[config.mk]
export PLATFORM = sky130hd
export DESIGN_NAME = defer_monitor
export DESIGN_NICKNAME = d
export VERILOG_FILES = /design/src/rtl/defer_pkg.sv /design/src/rtl/defer_counter.sv /design/src/rtl/abort_latch.sv /design/src/rtl/defer_monitor.sv
export SDC_FILE = /design/constraint.sdc
export NUM_CORES = 1
export LEC_CHECK = 0
export BUFFER_PORTS_ARGS = -buffer_cell sky130_fd_sc_hd__buf_4
export CORE_MARGIN = 2
export CORE_UTILIZATION = 45
export CTS_CLUSTER_DIAMETER = 120
export DETAILED_ROUTE_END_ITERATION = 12
export PLACE_DENSITY = 0.62
export SLEW_MARGIN = 20
export SYNTH_ARGS = -nofsm -noshare
export SYNTH_HDL_FRONTEND = slang
export SYNTH_SLANG_ARGS = --single-unit
export TNS_END_PERCENT = 50
[constraint.sdc]
create_clock -name clk -period 2.55 [get_ports clk]
set_clock_uncertainty 0.15 [all_clocks]
set_input_delay 0.51 -clock clk [delete_from_list [all_inputs] [get_ports clk]]
set_output_delay 0.51 -clock clk [all_outputs]
set_load 0.01 [all_outputs]
[src/rtl/defer_pkg.sv]
package defer_pkg;

  // Next value of the wait count: clear wins, then saturating increment.
  function automatic int unsigned next_wait(input int unsigned cur, input bit clr,
                                            input bit inc, input int unsigned lim);
    if (clr) return 0;
    if (inc && cur < lim) return cur + 1;
    return cur;
  endfunction

  // Expiry: a counted tick arriving when the count already sits at the limit.
  function automatic bit wait_expired(input int unsigned cur, input bit clr,
                                      input bit inc, input int unsigned lim);
    return !clr && inc && (cur == lim);
  endfunction

endpackage

[src/rtl/defer_counter.sv]
module defer_counter #(
  parameter int unsigned LIMIT = 24288,
  localparam int CW = $clog2(LIMIT + 1)
) (
  input  logic          clk,
  input  logic          rst_n,
  input  logic          inc,
  input  logic          clr,
  output logic [CW-1:0] count,
  output logic          expire
);
  import defer_pkg::*;

  logic [CW-1:0] count_nx;

  always_comb begin
    count_nx = CW'(next_wait(int'(count), clr, inc, LIMIT));
    expire   = wait_expired(int'(count), clr, inc, LIMIT);
  end

  always_ff @(posedge clk) begin
    if (!rst_n) count <= '0;
    else        count <= count_nx;
  end

  // the count never passes the limit
  p_no_overflow_r9: assert property (@(posedge clk) disable iff (!rst_n)
    int'(count) <= LIMIT);

  // without an increment request the count never rises
  p_hold_no_inc_r2: assert property (@(posedge clk) disable iff (!rst_n)
    (!inc && !clr) |=> $stable(count));

  // a clear request leaves zero
  p_clear_zero_r7: assert property (@(posedge clk) disable iff (!rst_n)
    clr |=> (count == '0));
endmodule

[src/rtl/abort_latch.sv]
module abort_latch (
  input  logic clk,
  input  logic rst_n,
  input  logic expire,
  input  logic ready,
  output logic pulse,
  output logic flag
);
  logic ready_q;
  logic ready_rise;
  logic fire;

  assign ready_rise = ready && !ready_q;
  assign fire       = expire && !flag;

  always_ff @(posedge clk) begin
    if (!rst_n) begin
      ready_q <= 1'b0;
      pulse   <= 1'b0;
      flag    <= 1'b0;
    end else begin
      ready_q <= ready;
      pulse   <= fire;
      if (fire)            flag <= 1'b1;
      else if (ready_rise) flag <= 1'b0;
    end
  end

  // the pulse lasts a single cycle
  p_single_pulse_r3: assert property (@(posedge clk) disable iff (!rst_n)
    pulse |=> !pulse);

  // a pulse is always accompanied by the sticky flag
  p_pulse_sets_flag_r4: assert property (@(posedge clk) disable iff (!rst_n)
    pulse |-> flag);

  // the flag holds while ready stays low
  p_flag_sticky_r4: assert property (@(posedge clk) disable iff (!rst_n)
    (flag && !ready) |=> flag);
endmodule

[src/rtl/defer_monitor.sv]
module defer_monitor #(
  parameter int unsigned LIMIT = 24288
) (
  input  logic clk,
  input  logic rst_n,
  input  logic bit_tick,
  input  logic tx_ready,
  input  logic carrier,
  input  logic backoff_done,
  input  logic tx_start,
  input  logic check_en,
  output logic deferring,
  output logic abort_pulse,
  output logic abort_flag
);
  localparam int CW = $clog2(LIMIT + 1);

  logic          wait_inc;
  logic          wait_clr;
  logic          wait_expire;
  logic [CW-1:0] wait_count;

  assign deferring = tx_ready && carrier;
  assign wait_inc  = bit_tick && deferring && check_en;
  assign wait_clr  = !tx_ready || tx_start || backoff_done || !check_en;

  defer_counter #(.LIMIT(LIMIT)) u_cnt (
    .clk    (clk),
    .rst_n  (rst_n),
    .inc    (wait_inc),
    .clr    (wait_clr),
    .count  (wait_count),
    .expire (wait_expire)
  );

  abort_latch u_abort (
    .clk    (clk),
    .rst_n  (rst_n),
    .expire (wait_expire),
    .ready  (tx_ready),
    .pulse  (abort_pulse),
    .flag   (abort_flag)
  );

  // a disabled check never yields an abort
  p_disabled_quiet_r8: assert property (@(posedge clk) disable iff (!rst_n)
    !check_en |=> !abort_pulse);

  // transmission start empties the count
  p_start_clears_r5: assert property (@(posedge clk) disable iff (!rst_n)
    tx_start |=> (wait_count == '0));

  // backoff completion empties the count
  p_backoff_clears_r6: assert property (@(posedge clk) disable iff (!rst_n)
    backoff_done |=> (wait_count == '0));
endmodule

==> results of run 1 <==
-- flip-flops by register name, indices dropped and copies added, names as in the netlist --
signal           cells
u_cnt.count         15
u_abort.flag         1
u_abort.pulse        1
u_abort.ready_q      1
-- through the flow --
| step | utilization | setup WS (ps) | cell area [sq um] | std cells |
|---|---|---|---|---|
| after floorplan | - | 614 | 905 | 102 |
| after global placement | 0.521 | 410 | 1000 | 137 |
| after detailed placement | 0.521 | 378 | 1000 | 137 |
| after CTS | 0.540 | 631 | 1040 | 141 |
| after global routing | 0.540 | 449 | 1040 | 141 |
| final | 0.540 | 634 | 1040 | 141 |
-- kinds of logic after synthesis --
kind of cell | share of synthesized area
flops | 0.398
fa+ha+maj | 0.0277
compound gates | 0.201
buf+inv | 0.0263
xor+xnor | 0.00968
mux | 0.0111
simple gates | 0.326
-- cells in the mapped netlist --
cell / count
and4_1: 2
or3b_1: 1
nor4_1: 2
nand2_1: 8
and2_1: 2
o21a_1: 1
nand3_1: 6
a21oi_1: 9
nand2b_1: 2
ha_1: 2
xnor2_1: 1
o311ai_4: 1
o21ai_0: 3
dfxtp_1: 18
and3_1: 4
nand4_1: 3
buf_4: 1
o211ai_2: 1
nand4_2: 1
o211ai_1: 3
o21ai_1: 3
buf_2: 1
or2_4: 1
a31o_1: 1
a31oi_1: 1
nor2_1: 4
o31ai_1: 3
or3_1: 6
inv_1: 3
nor4b_1: 1
mux2i_1: 1
or4_1: 6
-- report_power, final --
part / internal [mW] / leakage [nW] / total (mW) / switching (mW)
Clock: 0.0869 / 0.0210 / 0.180 / 0.0933
Sequential: 0.282 / 0.145 / 0.282 / 0.000153
Combinational: 0.0116 / 0.188 / 0.0211 / 0.00948
Total: 0.380 / 0.355 / 0.483 / 0.103
-- worst max-delay path, cell delays in order, from the launching register on --
cell,delay [ps]
dfxtp_1,410
nand4_2,220
o311ai_4,720
mux2i_1,270
nor2_1,50
-- routing by layer --
metal	vias up	wire (um)	GRT usage
met3	2	31	0.0399
met1	387	932	0.225
li1	414	-	-
met5	-	0	0
met4	0	19	0.0810
met2	3	896	0.288
-- final cells by class --
class                      instances  area (sq um)
clock buffer                       4          36.3
fill                             193           885
inverter                           3          11.3
multi-input combinational         79           520
sequential                        18           360
tap                               27          33.8
timing repair buffer              10          75.1
-- worst max path at each step --
stage                     from               to
2_1_floorplan         tx_start   u_cnt.count[7]
3_3_place_gp          tx_start  u_cnt.count[11]
3_5_place_dp          tx_start   u_cnt.count[5]
4_1_cts        u_cnt.count[10]   u_cnt.count[1]
5_1_grt        u_cnt.count[10]   u_cnt.count[1]
6_report       u_cnt.count[10]   u_cnt.count[1]
-- placed cells by master, fill, tap and decap left out --
cell type / count
nor4_1: 2
a21oi_1: 9
dfxtp_1: 18
and3_1: 4
o211ai_2: 1
or3_1: 6
nor4b_1: 1
ha_1: 2
clkbuf_4: 3
and2_1: 2
inv_1: 3
clkbuf_8: 1
xnor2_1: 1
a31o_1: 1
nor2_1: 4
o21ai_1: 3
nand2_1: 8
mux2i_1: 1
nand4_1: 3
o21ai_0: 3
o21a_1: 1
or3b_1: 1
buf_4: 10
a31oi_1: 1
nand2b_1: 2
or2_4: 1
nand3_1: 6
and4_1: 2
or4_1: 6
o31ai_1: 3
o311ai_4: 1
o211ai_1: 3
nand4_2: 1
==> results.md, run 1 <==
- Port-buffer cells: 10
- Setup TNS Final: 0 ps
- Maxcap violations: 0
- Die height: 48.8 um
- Grt ovf: 0
- Hold Fails Final Rpt: 0
- Synthesis Warnings: 0
- FMAX: 0.522 GHz
- Synthesized flop and latch total: 18
- CTS tree: done
- Worst hold endpoint: u_abort.ready_q
- Pleak: between 0.3 and 0.4 nW
- Synthesized area: 905 sq um
- P per Cell Area: 466 mW/mm^2
- Crit-path max FO: 18
- Via density per instance: around 5.7
- Worst min-delay path class: input port to flop
- Largest net degree at the start of global routing: 19
- Final setup viols: 0
- # nets final: approximately 130
- Setup CP Type: flop to flop
- Synthesized area per cell: 8.87 sq um
- Setup bufs post-CTS: 0
- Worst endpoint required time: 2590 ps
- # IOs: 11
- Drt pass-1 iters: 4
- Vias post-DR: 806
- Initial Utilization: 0.471
- Post-DP HPWL: 1350 um
- Synth unique cells: 32
- # DRC: 0
- Area grow syn2layout: 14.7%
- Hold-fix buffers at CTS: 0
- Worst-Margin Slew: ~700 ps
- Post-synth top area share: 0.398
- Max-Slew Margin vs Limit: 0.518
- Hold Startpoint: rst_n
- Ratio of cells with drive above 1 in the final layout: 0.158
- Worst r2r src: u_cnt.count[10]
- Max IR drop VDD: between 0.3 and 0.4 mV
- Number of global-route vias before repair: between 700 and 800
- Clk slew on worst S/H paths: 110 ps
- Critical Path Source Type: flop
- H-tree depth: 1
- Final Max Tran Viols: 0
- Post-route ant nets: 0
- Dominant cell type by area after synthesis: dfxtp_1
- Ant. Diodes: 0
- Worst Path Arrival: approximately 2000 ps
- Avg WL per Cell: 13.3 um
- TritonCTS Sinks: 18
- Tmin final: 1920 ps
- Synth top area cells: dfxtp_1 40%, a21oi_1 5.0%, or4_1 5.0%
- WHS Path Cells: 2
- Cts repair resizes: 0
- Clk buf depth: 2
- DIE AREA: ~0.0024 sq mm
- Synth Instances: 102
- Type of destination of the critical path: flop
- Initial DRC Count: 24
- Antenna violations before repair: 0
- Core area: 0.00192 sq mm
- Reg2reg setup slack: 630 ps
- Register area share after synthesis: 0.398
- Pwr Total: 0.483 mW
- RSZ-0062 raised after global routing: no
- R2R depth: 4
- Clock Latency Late Sink: 290 ps
- Status: complete, no violations
- Synthesized Nets: 112
- First-pass GRT wire length: 3300 um
- Hold Worst Slack: 290 ps
- Die width: 48.8 um
- Routability cong.: ~0.73
- TritonCTS buffer count: 3
- Total GRT Usage: 0.178
- Root Buffer: clkbuf_4
- Core Rows: 16
- R2R Path End: u_cnt.count[1]
- Routed wire length: 1880 um
- Period utilization: 0.751
(Power assumes the default switching activity.)
==> inputs of run 2 (changes only) <==
clock period = 2 ns   (was 2.55 ns; I/O delays follow)
==> run 2 against run 1 <==
Net effect:
- highest routed layer is now met3
- maximum frequency grew 2.0%
- flip-flop and latch count is the same
- critical endpoint is now u_cnt.count[8]
- global-route usage grew 1.2 points
- combinational power grew 49%
- critical path type unchanged
- worst setup slack lost 510 ps
- die area is the same
==> results.md, run 2 (synthesis gave the netlist of run 1 again) <==
- CTS tree: done
- Tmin final: 1880 ps (-37.1 ps)
- Routed wire length: 1990 um (+6.1%)
- Reg with most FFs: u_cnt.count
- Crit path max-delay cell type: or4_1
- # nets final: 131 (+4.8%)
- Delay-heaviest family, CP: compound AO/OA/AOI/OAI gates
- Initial DRC Count: 13 (-46%)
- P per Cell Area: 559 mW/mm^2 (+20%)
- Placed instance count: 142 (+3.6%)
- Clock Latency Late Sink: 290 ps (about the same)
- Largest stage delay, worst path: 470 ps (-250 ps)
- Maxcap violations: 0 (unchanged)
- Commonest non-fill, non-tap cell in the layout: dfxtp_1
- Ratio of cells with drive above 1 in the final layout: 0.208 (+0.0504)
- RSZ-0062 raised after global routing: no
- Clk buf depth: 2 (unchanged)
- DIE AREA: 0.00238 sq mm (unchanged)
- Type of destination of the critical path: flop
- Largest net degree at the start of global routing: 19 (unchanged)
- Final cell count without fillers: 147 (+4.3%)
- TritonCTS Sinks: 18 (unchanged)
- Antenna violations before repair: 0 (unchanged)
- Critical Path Source Type: flop
- H-tree depth: 1 (unchanged)
- Die width: 48.8 um (unchanged)
- Drt pass-1 iters: 4 (unchanged)
- First-pass GRT wire length: 3560 um (+7.9%)
- Port-buffer cells: 10 (unchanged)
- Worst-Margin Slew: 356 ps (-365 ps)
- Root Buffer: clkbuf_4
- TritonCTS buffer count: 3 (unchanged)
- Ant. Diodes: 0 (unchanged)
- Final Max Tran Viols: 0 (unchanged)
- Setup CP Type: flop to flop
- Core area: 0.00192 sq mm (unchanged)
- Crit-path max FO: 18 (unchanged)
- Number of flip-flops in the largest register: 15 (unchanged)
- Area grow syn2layout: 21.7%
- Post-route ant nets: 0 (unchanged)
- Clk slew on worst S/H paths: 110 ps (about the same)
- Worst min-delay path class: input port to flop
- Period utilization: 0.939 (+0.188)
- Status: complete, no violations
- Number of global-route vias before repair: 815 (+8.4%)
- Final setup viols: 0 (unchanged)
- Most frequent cells in the layout: 18 x dfxtp_1, 15 x buf_4, 9 x a21oi_1
- Vias post-DR: 830 (+3.0%)
- Worst endpoint required time: 2070 ps (-520 ps)
- Setup TNS Final: 0 ps (unchanged)
- Core Rows: 16 (unchanged)
- Total GRT Usage: 0.189 (+0.0118)
- # IOs: 11 (unchanged)
- Post-DP HPWL: 1510 um (+11%)
- Max IR drop VDD: 0.336 mV (+9.2%)
- Pleak: 0.387 nW (+9.3%)
- Routability cong.: 0.722 (-1.4%)
- Via density per instance: 5.65 (-1.2%)
- Initial Utilization: 0.471 (unchanged)
- Avg WL per Cell: 13.6 um (+1.7%)
- Hold Fails Final Rpt: 0 (unchanged)
- Crit-path cells: a31oi_1, o311ai_4, buf_12, or4_1, a21oi_1
- Hold Worst Slack: 185 ps (-105 ps)
- Hold-fix buffers at CTS: 0 (unchanged)
- CP Buf/Inv Count: 1 (+1)
- # DRC: 0 (unchanged)
- Max-Slew Margin vs Limit: 0.762 (+0.244)
- Worst Path Arrival: 1950 ps (about the same)
- FMAX: 0.532 GHz (+2.0%)
- Die height: 48.8 um (unchanged)
- Grt ovf: 0 (unchanged)
-- run 2: cell count changes in the layout (fill, tap and decap cells not counted) --
cell and delta:
buf_12 +1, buf_4 +5, nor4_1 -1, nor4_2 +1
-- run 2: through the flow --
| stage | power [mW] | cell area (sq um) | worst slack (ps) | util |
|---|---|---|---|---|
| 5_1_grt | 0.646 | 1100 | 19.4 | 0.573 |
| 3_5_place_dp | 0.397 | 1040 | 14.7 | 0.540 |
| 3_3_place_gp | 0.396 | 1040 | 47.2 | 0.540 |
| 2_1_floorplan | 0.380 | 905 | 174 | - |
| 4_1_cts | 0.623 | 1070 | 102 | 0.559 |
| 6_report | 0.615 | 1100 | 121 | 0.573 |
-- run 2: report_power, final --
group / leakage (nW) / switching, mW / internal [mW]
combinational: 0.221 / 0.0130 / 0.0184
clock: 0.0210 / 0.113 / 0.111
sequential: 0.145 / 0.000191 / 0.359
total: 0.387 / 0.127 / 0.488
-- run 2: final cells by class --
type,count,area (sq um)
sequential,18,360
multi-input combinational,79,527
clock buffer,4,36.3
inverter,3,11.3
tap,27,33.8
timing repair buffer,16,133
fill,187,821
-- run 2: metal layers --
| metal | global-route usage | up-vias | part of all wire |
|---|---|---|---|
| met4 | 0.0714 | 0 | 0 |
| met5 | 0 | - | 0 |
| met1 | 0.249 | 393 | 0.47 |
| met2 | 0.308 | 7 | 0.51 |
| li1 | - | 430 | - |
| met3 | 0.0368 | 0 | 0.020 |
-- run 2: what timing repair did --
item / in CTS / in global routing
setup endpoints to repair: 0 / 4
setup buffers: 0 / 1
resized for setup: 0 / 1
-- run 2: path summary, 6_finish.rpt --
kind,startpoint,end,slack (ps),cells after the start
hold reg to reg,u_cnt.count[14],u_cnt.count[14],360,1
hold / removal,rst_n,u_abort.ready_q,180,2
setup reg to reg,u_cnt.count[6],u_cnt.count[8],120,5
setup / recovery,u_cnt.count[6],u_cnt.count[8],120,5
-- run 2: worst register-to-register path, stage by stage, from the launching register on --
cell      delay, ps
dfxtp_1         390
a31oi_1         300
o311ai_4        150
buf_12          170
or4_1           480
a21oi_1         180
==> inputs of run 3 (changes only) <==
--- a/config.mk
+++ b/config.mk
@@ -13,2 +13,3 @@
 export PLACE_DENSITY = 0.62
+export SETUP_SLACK_MARGIN = 0.5
 export SLEW_MARGIN = 20
--- a/constraint.sdc
+++ b/constraint.sdc
@@ -4,2 +4,2 @@
 set_output_delay 0.4 -clock clk [all_outputs]
-set_load 0.01 [all_outputs]
+set_load 0.02 [all_outputs]
==> run 3 against run 2 <==
Net effect:
- clock-buffer cell count stayed put
- cell area increased by 24%
- hold slack worse by 13 ps
- die area is the same
- largest power group unchanged
- highest routed layer is now met4
==> results.md, run 3 (synthesis gave the netlist of run 1 again) <==
- Initial Utilization: 0.471 (unchanged)
- Vias post-DR: 939 (+13%)
- Number of global-route vias before repair: 808 (-0.86%)
- FMAX: 0.604 GHz (+13%)
- Antenna violations before repair: 0 (unchanged)
- Total GRT Usage: 0.200 (+0.0110)
- Most frequent cells in the layout: 27 x buf_4, 11 x dfxtp_4, 7 x nand2_1, 7 x a21oi_1, 6 x or3_1
- Core area: 0.00192 sq mm (unchanged)
- Clk slew on worst S/H paths: 110 ps (about the same)
- Maxcap violations: 0 (unchanged)
- Worst min-delay path class: input port to flop
- Critical path startpoint: u_cnt.count[7]
- Hold Fails Final Rpt: 0 (unchanged)
- DIE AREA: 0.00238 sq mm (unchanged)
- Die height: 48.8 um (unchanged)
- R2R depth: 4 (-1)
- Area grow syn2layout: 50.6%
- Routability cong.: 0.766 (+6.1%)
- Max IR drop VDD: 0.387 mV (+15%)
- Post-route ant nets: 0 (unchanged)
- Ant. Diodes: 0 (unchanged)
- Internal power: 0.475 mW (-2.7%)
- Commonest non-fill, non-tap cell in the layout: buf_4
- Status: complete, no violations
- TritonCTS buffer count: 3 (unchanged)
- Clock power frac: 0.377 (+0.013)
- Die width: 48.8 um (unchanged)
- Worst r2r src: u_cnt.count[7]
- Number of fill cells in the layout: 146 (-22%)
- Number of flip-flops in the largest register: 15 (unchanged)
- Pleak: 0.474 nW (+22%)
- TritonCTS Sinks: 18 (unchanged)
- Max-Slew Margin vs Limit: 0.694 (-0.0681)
- Setup CP Type: flop to flop
- Clk buf depth: 2 (unchanged)
- Worst-Margin Slew: 458 ps (+102 ps)
- Pwr Total: 0.611 mW (-0.71%)
- Hold Worst Slack: 172 ps (-12.9 ps)
- Type of destination of the critical path: flop
- First-pass GRT wire length: 3740 um (+5.0%)
- Core Rows: 16 (unchanged)
- Placed instance count: 139 (-2.1%)
- Avg WL per Cell: 14.8 um (+8.9%)
- Final setup viols: 0 (unchanged)
- Hold-fix buffers at CTS: 0 (unchanged)
- Period utilization: 0.828 (-0.111)
- Ratio of cells with drive above 1 in the final layout: 0.493 (+0.284)
- Routed wire length: 2380 um (+19%)
- Design area: 0.00136 sq mm (+24%)
- Register share of total power: 0.564 (-0.021)
- Sw Ratio: 0.221 (+0.0157)
- Setup TNS Final: 0 ps (unchanged)
- Grt ovf: 0 (unchanged)
- Clock Latency Late Sink: 300 ps (about the same)
- Switching pwr: 0.135 mW (+6.9%)
- Worst Path Arrival: 1740 ps (-210 ps)
- Crit-path max FO: 7 (-11)
- Post-DP HPWL: 1370 um (-9.4%)
- Reg with most FFs: u_cnt.count
- R2R Path End: u_cnt.count[8]
- # DRC: 0 (unchanged)
- Final Max Tran Viols: 0 (unchanged)
- H-tree depth: 1 (unchanged)
- P per Cell Area: 448 mW/mm^2 (-20%)
- Reg2reg setup slack: 340 ps (+220 ps)
- Comb pwr share: 0.059 (+0.008)
- Worst endpoint required time: 2090 ps (+20 ps)
- Critical Path Source Type: flop
- CTS tree: done
- # nets final: 145 (+11%)
- Initial DRC Count: 35 (+22)
- Port-buffer cells: 10 (unchanged)
- Placed cell area: 0.00104 sq mm (+0.12%)
- # IOs: 11 (unchanged)
- RSZ-0062 raised after global routing: yes
- Critical Path End: u_cnt.count[8]
- Root Buffer: clkbuf_4
- Final cell count without fillers: 161 (+9.5%)
- Largest net degree at the start of global routing: 11 (-8)
- Via density per instance: 5.83 (+3.3%)
- Tmin final: 1660 ps (-222 ps)
- Drt pass-1 iters: 4 (unchanged)
[run 3: repair_timing]
item,CTS,global route
endpoints found under the hold margin,0,0
gates cloned,2,0
pin swaps,5,7
gates resized for setup,23,19
buffers inserted,3,13
setup endpoints to repair,17,17
[run 3: worst max-delay path, stage by stage, from the launching register on]
cell      delay [ps]
dfxtp_4          380
a31oi_4          290
o311ai_4         150
or4_4            510
a21oi_2          120
[run 3: worst min path at each step]
stage	slack, ps	to	startpoint	cells past startpoint
final	170	u_abort.ready_q	rst_n	2
after global routing	180	u_abort.flag	rst_n	2
after CTS	170	u_abort.ready_q	rst_n	2
after detailed placement	340	u_cnt.count[14]	u_cnt.count[14]	1
after global placement	330	u_cnt.count[14]	u_cnt.count[14]	1
after floorplan	310	u_cnt.count[14]	u_cnt.count[14]	1
[run 3: power by group through the flow]
stage          sequential (mW)  combinational, mW  clock, mW
6_report                 0.344             0.0359      0.230
5_1_grt                  0.345             0.0393      0.251
4_1_cts                  0.359             0.0351      0.233
3_5_place_dp             0.368             0.0305          0
3_3_place_gp             0.368             0.0304          0
2_1_floorplan            0.368             0.0152          0
[run 3: final cells by class]
type                    count  area, sq um  share of cell area
multi-input cells          81          662               0.486
flip-flops and latches     18          405               0.298
repair buffers             28          214               0.157
clock buffers               4         36.3              0.0266
well taps                  27         33.8              0.0248
inverters                   3         11.3             0.00826
[run 3: through the flow]
stage | utilization | setup WS (ps)
CTS | 0.628 | 375
global placement | 0.541 | 131
global route | 0.709 | 292
detailed placement | 0.541 | 121
finish | 0.709 | 344
floorplan | - | 327
[run 3: metal layers]
layer | share of wire | GRT usage | up-vias
li1 | - | - | 464
met3 | 0.055 | 0.0307 | 2
met1 | 0.44 | 0.273 | 438
met2 | 0.49 | 0.313 | 35
met4 | 0.0093 | 0.0905 | 0
met5 | 0 | 0 | -
